<file path="src/rtl/cfm_pkg.sv">
package cfm_pkg;
  typedef enum logic [1:0] {
    VAR_CR2GPR = 2'b00,
    VAR_GPR2CR = 2'b01,
    VAR_RSVD   = 2'b10,
    VAR_CR2CR  = 2'b11
  } cfm_var_e;
endpackage

</file>
<file path="src/rtl/cfm_eval.sv">
module cfm_eval #(
  parameter int FW = 4
) (
  input  logic [FW-1:0] mask_i,
  input  logic [FW-1:0] mode_i,
  input  logic [FW-1:0] src_i,
  input  logic [FW-1:0] old_i,
  input  logic          merge_i,
  output logic [FW-1:0] res_o
);
  for (genvar b = 0; b < FW; b++) begin : g_bit
    logic hit;
    assign hit      = mask_i[b] & (mode_i[b] == src_i[b]);
    assign res_o[b] = hit | (merge_i & ~mask_i[b] & old_i[b]);
  end
endmodule

</file>
<file path="src/rtl/cfm_crfile.sv">
module cfm_crfile #(
  parameter int NF = 8,
  parameter int FW = 4,
  localparam int AW = $clog2(NF)
) (
  input  logic          clk_i,
  input  logic          rst_ni,
  input  logic          we_i,
  input  logic [AW-1:0] waddr_i,
  input  logic [FW-1:0] wdata_i,
  output logic [NF*FW-1:0] flat_o
);
  // field 0 in the top nibble
  for (genvar k = 0; k < NF; k++) begin : g_field
    logic [FW-1:0] q;
    always_ff @(posedge clk_i or negedge rst_ni) begin
      if (!rst_ni)                           q <= '0;
      else if (we_i && waddr_i == AW'(k))    q <= wdata_i;
    end
    assign flat_o[(NF-1-k)*FW +: FW] = q;
  end

  AST_CR_HOLD_IDLE: assert property (@(posedge clk_i) disable iff (!rst_ni)
    !we_i |=> $stable(flat_o));
endmodule

</file>
<file path="src/rtl/cfm_unit.sv">
module cfm_unit
  import cfm_pkg::*;
#(
  parameter int NF   = 8,
  parameter int FW   = 4,
  parameter int XLEN = 64,
  parameter int GAW  = 5,
  localparam int FAW = $clog2(NF),
  localparam int CRW = NF*FW
) (
  input  logic            clk_i,
  input  logic            rst_ni,
  input  logic            valid_i,
  input  logic [1:0]      variant_i,
  input  logic            merge_i,
  input  logic [2*FW-1:0] imm_i,
  input  logic [FAW-1:0]  src_field_i,
  input  logic [FAW-1:0]  dst_field_i,
  input  logic [GAW-1:0]  gpr_sel_i,
  input  logic [XLEN-1:0] gpr_rdata_i,
  output logic            gpr_re_o,
  output logic [GAW-1:0]  gpr_raddr_o,
  output logic            gpr_we_o,
  output logic [GAW-1:0]  gpr_waddr_o,
  output logic [XLEN-1:0] gpr_wdata_o,
  output logic [CRW-1:0]  cr_o
);
  cfm_var_e      var_s;
  logic [FW-1:0] mask, mode, src, old, res;
  logic [FW-1:0] cr_src, cr_dst;
  logic          gpr_bit, gpr_src, cr_we;
  logic [CRW-1:0] cr_flat;
  logic          unused_rdata;

  function automatic logic [FW-1:0] field_of(logic [CRW-1:0] f, logic [FAW-1:0] idx);
    logic [FW-1:0] r;
    r = '0;
    for (int k = 0; k < NF; k++)
      if (idx == FAW'(k)) r = f[(NF-1-k)*FW +: FW];
    return r;
  endfunction

  assign var_s   = cfm_var_e'(variant_i);
  assign mask    = imm_i[2*FW-1:FW];
  assign mode    = imm_i[FW-1:0];
  assign cr_src  = field_of(cr_flat, src_field_i);
  assign cr_dst  = field_of(cr_flat, dst_field_i);
  assign gpr_src = (var_s == VAR_GPR2CR);
  // selector 0 reads as zero
  assign gpr_bit = (gpr_sel_i != '0) & gpr_rdata_i[0];
  assign src     = gpr_src ? {FW{gpr_bit}} : cr_src;

  always_comb begin
    old = '0;
    if (merge_i) old = (var_s == VAR_CR2GPR) ? gpr_rdata_i[FW-1:0] : cr_dst;
  end

  cfm_eval #(.FW(FW)) u_eval (
    .mask_i(mask), .mode_i(mode), .src_i(src), .old_i(old),
    .merge_i(merge_i), .res_o(res)
  );

  assign gpr_raddr_o = gpr_sel_i;
  assign gpr_re_o    = valid_i & ((gpr_src & (gpr_sel_i != '0)) |
                                  ((var_s == VAR_CR2GPR) & merge_i));
  assign gpr_we_o    = valid_i & (var_s == VAR_CR2GPR);
  assign gpr_waddr_o = gpr_sel_i;
  assign gpr_wdata_o = {{(XLEN-FW){1'b0}}, res};
  assign cr_we       = valid_i & ((var_s == VAR_GPR2CR) | (var_s == VAR_CR2CR));
  assign unused_rdata = ^gpr_rdata_i[XLEN-1:FW];

  cfm_crfile #(.NF(NF), .FW(FW)) u_crfile (
    .clk_i(clk_i), .rst_ni(rst_ni), .we_i(cr_we),
    .waddr_i(dst_field_i), .wdata_i(res), .flat_o(cr_flat)
  );
  assign cr_o = cr_flat;

  AST_GPR_ZEXT: assert property (@(posedge clk_i) disable iff (!rst_ni)
    gpr_we_o |-> gpr_wdata_o[XLEN-1:FW] == '0);
  AST_IDLE_NO_PORT: assert property (@(posedge clk_i) disable iff (!rst_ni)
    !valid_i |-> !gpr_we_o && !gpr_re_o);
  AST_RSVD_NO_WRITE: assert property (@(posedge clk_i) disable iff (!rst_ni)
    valid_i && variant_i == 2'b10 |-> !gpr_we_o ##1 $stable(cr_o));
  AST_GPR_OVERWRITE: assert property (@(posedge clk_i) disable iff (!rst_ni)
    gpr_we_o && !merge_i |-> (gpr_wdata_o[FW-1:0] & ~imm_i[2*FW-1:FW]) == '0 && !gpr_re_o);
  AST_CR_OVERWRITE: assert property (@(posedge clk_i) disable iff (!rst_ni)
    valid_i && variant_i[0] && !merge_i |=>
      (field_of(cr_o, $past(dst_field_i)) & ~$past(imm_i[2*FW-1:FW])) == '0);
  AST_CR_MERGE_KEEP: assert property (@(posedge clk_i) disable iff (!rst_ni)
    valid_i && variant_i[0] && merge_i |=>
      ((field_of(cr_o, $past(dst_field_i)) ^ field_of($past(cr_o), $past(dst_field_i)))
        & ~$past(imm_i[2*FW-1:FW])) == '0);
endmodule

</file>
<file path="config.mk">
export PLATFORM = sky130hd
export DESIGN_NAME = cfm_unit
export DESIGN_NICKNAME = d
export VERILOG_FILES = /design/src/rtl/cfm_pkg.sv /design/src/rtl/cfm_eval.sv /design/src/rtl/cfm_crfile.sv /design/src/rtl/cfm_unit.sv
export SDC_FILE = /design/constraint.sdc
export NUM_CORES = 1
export LEC_CHECK = 0
export CORE_UTILIZATION = 35
export CTS_BUF_LIST = sky130_fd_sc_hd__clkbuf_4 sky130_fd_sc_hd__clkbuf_8
export DETAILED_ROUTE_END_ITERATION = 10
export PLACE_DENSITY = 0.83
export SLEW_MARGIN = 10
export SYNTH_ARGS = -nofsm -noshare
export SYNTH_HDL_FRONTEND = slang
export SYNTH_HIERARCHICAL = 1
export SYNTH_SLANG_ARGS = --single-unit
</file>
<file path="constraint.sdc">
create_clock -name clk_i -period 4.55 [get_ports clk_i]
set_input_delay 1.365 -clock clk_i [delete_from_list [all_inputs] [get_ports clk_i]]
set_output_delay 1.365 -clock clk_i [all_outputs]
set_load 0.02 [all_outputs]
</file>
==> results, run 1 <==
- The run finished with clean final reports.
- Power spread over the standard cell area amounts to 390.0 nW/um2.
- The most common cell after layout, fill and taps aside is sky130_fd_sc_hd__clkdlybuf4s50_1.
- For this design the static power due to leakage is 1.642 nW.
- After detailed routing, the number of vias per cell comes to 4.807.
- The clock drives 32 sinks.
- Adding up every negative setup slack in the final design gives 0 ns.
- In the final routed layout, each cell accounts on average for 16.47 um.
- The synthesized design contains 0 enable-type register cells.
- The H-tree was split into 2 levels.
- The area growth from synthesis to layout is 36.80%.
- Counting the buffers created by CTS gives 5.
- The instance area after placement is 3402 um2.
- The cell-internal power is 0.8821 mW.
- Routability-driven placement finished with a final weighted congestion of 0.8551.
- STA puts the critical path data required time at 3.18 ns.
- VDD sags by at most 0.2297 mV.
- For this configuration, the core starts out at a cell density of 0.3633.
- On the final layout, the worst clock skew is 0.004616 ns.
- The number of max-slew violations in the final report is 0.
- After detailed routing, the number of remaining DRC violations is 0.
- The share of total power dissipated in sequential elements is 0.318.
- The overall die height is 88.77 um.
- Derived from the worst setup path, the maximum achievable clock frequency is 222.1 MHz.
- The post-route worst hold slack is 0.5738 ns.
- The most used flip-flop cell after synthesis is sky130_fd_sc_hd__dfrtp_1.
- The top-level port count is 197.
- Yosys mapped the design onto 40 distinct sky130hd cell types.
- Sorting the synthesized cells by area gives the leading types as sky130_fd_sc_hd__dfrtp_1 30%, sky130_fd_sc_hd__buf_4 21%, sky130_fd_sc_hd__mux2_2 9.0%.
- The xor-xnor portion of the synthesized cell area is 0.01330.
- The startpoint class of the critical path is a primary input.
- The power after layout is 1.406 mW.
- The post-synthesis register bit count is 32.
- Summed over all nets, the switching power comes to 0.5237 mW.
- After clock tree synthesis, the flow added hold-fix buffers numbering 0.
- The fraction of the mapped netlist area in compound gates came to 0.1011.
- In the layout the commonest cells are 63 x sky130_fd_sc_hd__clkdlybuf4s50_1, 60 x sky130_fd_sc_hd__conb_1, 37 x sky130_fd_sc_hd__buf_4.
- In the synthesized netlist the async set-or-reset flop fraction comes to 1.000.
- The remaining antenna violation count after routing is 0.
- Input and output buffers added on the ports amount to 76.
- The final wirelength is 7.246 mm.
- The number of antenna cells inserted is 0.
- In this run the cell area of the synthesized design comes to 2635 um2.
- The critical path arrival is 3.14 ns.
- The shortest period the worst path allows is 4.503 ns.
- The clock group share of total power is 0.217.
- The total met3 wirelength after detailed routing is 568 um.
- The die is 88.77 um wide.
- Counting every instance in the synthesized netlist gives 240.
- In this run the top signal layer used is met4.
- The root buffer selected by CTS is sky130_fd_sc_hd__clkbuf_8.
- The pre-antenna-repair detailed-routing pass consisted of 4 iterations.
- The count of routing violations after the opening detailed-route iteration is 85.
- The largest registers in the layout are u_crfile/g_field.q (32).
- The sum of routed wire segments on met1 is 2.810 mm.
- The Yosys step of the flow raised 6 warnings.
- Of the post-synthesis cell area, the dominant cell type holds 0.3039.
- The critical path is of the primary input to primary output type.
- The layout net count is 429.
- The die covers 7879 um2.
- The average instance in the mapped netlist occupies 10.98 um2.
- The maximum clock insertion buffer count is 2.
- The total overflow left after global routing is 0.
- The register with the most flip-flops in the final layout is u_crfile/g_field.q.
- For this run, the total global-route usage over all layers was measured as 0.1813.
- The first global-routing pass estimated 10.42 mm of wire.
- The pin count of the biggest net entering global routing is 33.
- The path category of the worst min-delay check is flip-flop to flip-flop.
- At the end of the flow the core is filled with cells to 0.4970.
- The portion of synthesized area spent on multiplexers is 0.2702.
- The sequential-to-total area share from yosys stat is 0.3039.
- The total length of routed met2 wires is 3.761 mm.
- The simple-gate portion of the synthesized area is 0.09022.
- In the final layout, the share of cells above drive strength 1 is 0.3196.
- Of the available clock period, the critical path in the final layout requires 0.9897.
- TritonCTS built the clock tree.
- The vias after detailed routing is 2115.
- The main combinational cell family by area after synthesis is multiplexers.
- The initial antenna violation count is 0.
- The post-synthesis share of cell area spent on full adders, half adders and majority gates is 0.
- The area of the core is 7253 um2.
- The tool flagged a number of max-cap violations equal to 0.
- sky130_fd_sc_hd__dfrtp_1 takes more of the synthesized area than any other cell.
- The final hold violation count is 0.
- The register with the most flip-flops in the layout has 32 of them.
- The share of total power dissipated in combinational logic is 0.465.
- The wire-length estimate of the detail-placed layout is 5.378 mm.
- The critical path capture point type is a primary output.
- The register clock-pin slew on the reported worst setup and hold paths is 0.07 ns.
- The initialized floorplan defines 31 standard-cell rows.
- The switching share of power is 0.3725.
- The via count of the first global-routing pass is 1968.
- The post-route cell area is 3605 um2.
- The clock reaches the later pin of the worst-skew pair after 0.29 ns.
- Setup violations remaining at the end of the flow were counted as 0.
- The peak fanout along the critical path is 5.
worst max-delay path: stages:
cell	delay [ns]
sky130_fd_sc_hd__clkdlybuf4s50_1	0.57
sky130_fd_sc_hd__nand3_1	0.20
sky130_fd_sc_hd__o21ai_1	0.32
sky130_fd_sc_hd__o21bai_4	0.09
sky130_fd_sc_hd__xor2_1	0.17
sky130_fd_sc_hd__mux2i_1	0.14
sky130_fd_sc_hd__buf_4	0.15
sky130_fd_sc_hd__buf_4	0.13
stage by stage:
stage	setup WS (ns)	std cells
after floorplan	0.1340	299
after global placement	-0.9085	429
after detailed placement	-0.8806	429
after CTS	0.0004123	439
after global routing	-0.02921	440
final	0.04695	440
per-layer routing:
metal	GRT usage	up-vias
met5	0	-
met4	0.06012	0
met1	0.2100	1038
met2	0.3385	128
met3	0.02892	10
li1	-	939
synth_stat cells (5+ instances only):
cell type                   n
sky130_fd_sc_hd__buf_4     72
sky130_fd_sc_hd__a21oi_1    6
sky130_fd_sc_hd__dfrtp_1   32
sky130_fd_sc_hd__nand2_1    5
sky130_fd_sc_hd__o21ai_0   15
sky130_fd_sc_hd__mux2i_1   13
sky130_fd_sc_hd__mux4_2     5
sky130_fd_sc_hd__mux2_4    12
sky130_fd_sc_hd__mux2_2    21
sky130_fd_sc_hd__nand2b_1   6
power groups by stage:
stage	clock network (mW)	registers [mW]	logic, mW
after floorplan	0	0.517	0.299
after global placement	0	0.444	0.622
after detailed placement	0	0.449	0.632
after CTS	0.307	0.444	0.647
after global routing	0.318	0.458	0.691
final	0.305	0.447	0.654
cell families after synthesis:
| logic type | count (synthesis) |
|---|---|
| AND/OR/NAND/NOR | 31 |
| flip-flops | 32 |
| buffers and inverters | 78 |
| AO/OA/AOI/OAI | 41 |
| other | 1 |
| XOR/XNOR | 4 |
| multiplexers | 53 |
layout make-up:
cell class                      instances  area, um2
Timing Repair Buffer                  110      982.2
Inverter                                2      7.507
Multi-Input combinational cell        189       1564
Fill cell                             652       3649
Clock buffer                            7      96.34
Sequential cell                        32      800.8
Clock inverter                          1      30.03
Tap cell                               99      123.9
final timing paths:
kind,cells after the start,slack (ns),endpoint,from
worst max register to register,8,2.30,u_crfile/g_field[5].q[1],u_crfile/g_field[1].q[1]
max in group asynchronous,2,2.77,u_crfile/g_field[0].q[3],rst_ni
worst min-delay path,1,0.57,u_crfile/g_field[3].q[1],u_crfile/g_field[3].q[1]
min in group asynchronous,2,1.48,u_crfile/g_field[3].q[1],rst_ni
worst max-delay path,8,0.05,gpr_wdata_o[1],src_field_i[2]
worst min register to register,1,0.57,u_crfile/g_field[3].q[1],u_crfile/g_field[3].q[1]
what timing repair did:
| item | in CTS | in global routing |
|---|---|---|
| pin swaps | 5 | 4 |
| setup buffers | 2 | 1 |
| resized for setup | 42 | 22 |
| endpoints found under the setup margin | 5 | 4 |
Power figures use the tool's default switching activity.
==> run 2, diff against run 1 <==
Settings changed: SKIP_CTS_REPAIR_TIMING from default to 1.
==> results, run 2 (synthesis results as in run 1) <==
- For hold timing, the worst endpoint is u_crfile/g_field[0].q[1].
- The top-level port count is 197 (unchanged).
- The portion of the clock cycle consumed by the worst path in the final layout is 0.9908 (+0.001144).
- The global placement routability congestion is 0.8551 (unchanged).
- The pin count of the biggest net entering global routing is 33 (unchanged).
- The number of max-slew violations in the final report came to 0 (unchanged).
- The register clock-pin slew on the reported worst setup and hold paths is 0.07 ns (about the same).
- The detailed-router iteration count before antenna repair is 4 (unchanged).
- The maximum clock insertion buffer count is 2 (unchanged).
- The instance count after placement with tap cells included is 429 (unchanged).
- The final number of setup-violating endpoints is 0 (unchanged).
- The final wirelength was 7.197 mm (-0.68%).
- The wire length of the first global-routing pass is 10.22 mm (-1.9%).
- The remaining antenna violation count after routing is 0 (unchanged).
- The largest registers in the layout are u_crfile/g_field.q (32).
- The busiest metal layer after global routing is met2.
- The die boundary width was 88.77 um (unchanged).
- The met2 track demand over resource in global routing is 0.3266 (-0.01189).
- The global-route met1 utilization is 0.2093 (-0.0007035).
- The via density per instance was 4.813 (+0.12%).
- The final setup skew came to 0.004679 ns (+0.00006340 ns).
- The cell depth of the worst flop-to-flop path is 8 (unchanged).
- The average routed wire per standard cell is 16.43 um (-0.22%).
- The peak fanout along the critical path is 5 (unchanged).
- The starting density of the core is 0.3633 (unchanged).
- The via count of the first global-routing pass is 1936 (-1.6%).
- The post-route non-filler standard cell count came to 438 (-0.45%).
- The CTS sink count is 32 (unchanged).
- The final hold violation count was 0 (unchanged).
- The worst reg-to-reg setup slack came to 2.31 ns (about the same).
- The clock group share of total power is 0.217 (about the same).
- The vias after detailed routing is 2108 (-0.33%).
- In this run the most critical hold path is launched from u_crfile/g_field[0].q[1].
- The DRC violation count after routing is 0 (unchanged).
- The number of cells traversed by the worst hold path came to 1 (unchanged).
- The run finished with clean final reports.
- The critical path capture point type is a primary output.
- The number of max-capacitance violations reported is 0 (unchanged).
- The worst setup slack after placement is -0.8806 ns (unchanged).
- The clock latency reported for the late side of the worst-skew pair was 0.29 ns (about the same).
- The fmax came to 221.8 MHz (-0.12%).
- The root buffer selected by CTS is sky130_fd_sc_hd__clkbuf_8.
- The number of buffers inserted by port buffering came to 76 (unchanged).
- The count of routing violations after the opening detailed-route iteration is 154 (+81%).
- The met3 routing resource usage after global routing was 0.02519 (-0.003731).
- The cell-internal power came to 0.8795 mW (-0.30%).
- The switching share of power is 0.3715 (-0.001081).
- The total die area is 7879 um2 (unchanged).
- The launch point of the worst reg-to-reg path is u_crfile/g_field[3].q[2].
- The total overflow reported by the global router is 0 (unchanged).
- The tightest min-delay check is of the flip-flop to flip-flop type.
- The number of antenna cells inserted was 0 (unchanged).
- The area of the core is 7253 um2 (unchanged).
- The overall die height is 88.77 um (unchanged).
- The power density relative to cell area is 389.1 nW/um2 (-0.22%).
- The register bank with the most flops is u_crfile/g_field.q.
- The shortest period the worst path allows is 4.508 ns (+0.005205 ns).
- The end of the worst register-to-register path is u_crfile/g_field[0].q[2].
- The number of placement rows is 31 (unchanged).
- The standby leakage power is 1.663 nW (+1.3%).
- The top cell types in the final layout, fill and taps aside, are 63 x sky130_fd_sc_hd__clkdlybuf4s50_1, 60 x sky130_fd_sc_hd__conb_1, 35 x sky130_fd_sc_hd__buf_4.
- The most common cell after layout, fill and taps aside is sky130_fd_sc_hd__clkdlybuf4s50_1.
- The flip-flop count of the largest register after layout is 32 (unchanged).
- The maximum level of the CTS H-tree came to 2 (unchanged).
- The share of cells above drive strength 1 came to 0.3097 (-0.009914).
- The net switching power figure came to 0.5198 mW (-0.76%).
- The combinational share of power is 0.464 (about the same).
- The CTS buffer count is 5 (unchanged).
- The critical path arrival is 3.14 ns (about the same).
- The number of fillers in the final layout is 647 (-0.77%).
- The initial antenna violation count is 0 (unchanged).
- The worst setup path is launched from a primary input.
- TritonCTS built the clock tree.
- The layout net count is 427 (-0.47%).
- The sequential share of power is 0.319 (about the same).
- The peak ir drop on the vdd network is 0.2238 mV (-2.6%).
- The area growth from synthesis to layout is 36.47%.
- The final worst-path setup slack came to 0.04175 ns (-0.005205 ns).
- The placed wire-length estimate was 5.378 mm (unchanged).
- The required time reported for the critical path endpoint is 3.18 ns (about the same).
- The aggregate global-route resource usage is 0.1773 (-0.003990).
- The class of the most critical setup path is primary input to primary output.
[run 2: cell types whose count changed in the layout (fill, tap and decap cells not counted), sizes merged]
| cell | previous run | this run |
|---|---|---|
| buf | 39 | 35 |
| clkdlybuf4s15 | 3 | 0 |
| clkbuf | 11 | 12 |
| dlymetal6s2s | 1 | 5 |
[run 2: metal layers]
metal	share of wire	up-vias	wire length, um
met3	0.069	11	498
met2	0.52	130	3773
met4	0.015	0	107
met5	0	-	0
met1	0.39	1033	2817
li1	-	934	-
[run 2: how the worst max path moves through the flow]
stage               depth (start not counted)           start  slack (ns)             end
finish                                      7  src_field_i[2]        0.04  gpr_wdata_o[2]
global route                                7  src_field_i[2]       -0.01  gpr_wdata_o[2]
CTS                                         7  src_field_i[0]       -0.90  gpr_wdata_o[2]
detailed placement                          7  src_field_i[0]       -0.88  gpr_wdata_o[2]
global placement                            7  src_field_i[0]       -0.91  gpr_wdata_o[0]
floorplan                                   6    gpr_sel_i[0]        0.13  gpr_wdata_o[2]
[run 2: critical path, stage by stage]
cell and delay [ns]:
sky130_fd_sc_hd__clkdlybuf4s50_1 0.56, sky130_fd_sc_hd__nand3_1 0.19, sky130_fd_sc_hd__o21ai_0 0.34, sky130_fd_sc_hd__o21bai_4 0.09, sky130_fd_sc_hd__xor2_1 0.15, sky130_fd_sc_hd__mux2i_2 0.24
sky130_fd_sc_hd__buf_4 0.20
[run 2: layout make-up]
class / count / area [um2] / share of cell area
Sequential cell: 32 / 800.8 / 0.2227
Multi-Input combinational cell: 189 / 1556 / 0.4328
Clock inverter: 1 / 30.03 / 0.008351
Timing Repair Buffer: 108 / 980.9 / 0.2728
Inverter: 2 / 7.507 / 0.002088
Clock buffer: 7 / 96.34 / 0.02679
Tap cell: 99 / 123.9 / 0.03445
[run 2: power groups by stage]
stage	clock network [mW]	logic (mW)	registers (mW)
after floorplan	0	0.299	0.517
after global placement	0	0.622	0.444
after detailed placement	0	0.632	0.449
after CTS	0.307	0.637	0.444
after global routing	0.318	0.686	0.458
final	0.304	0.649	0.447
[run 2: metrics by stage]
stage	setup TNS, ns	util	hold slack (ns)	area (um2)	total power [mW]
2_1_floorplan	0	-	0.6630	2856	0.8164
3_3_place_gp	-3.517	0.4690	0.5362	3402	1.067
3_5_place_dp	-3.384	0.4690	0.5527	3402	1.081
4_1_cts	-3.422	0.4865	0.5683	3528	1.388
5_1_grt	-0.009952	0.4958	0.5851	3596	1.462
6_report	0	0.4958	0.5768	3596	1.399
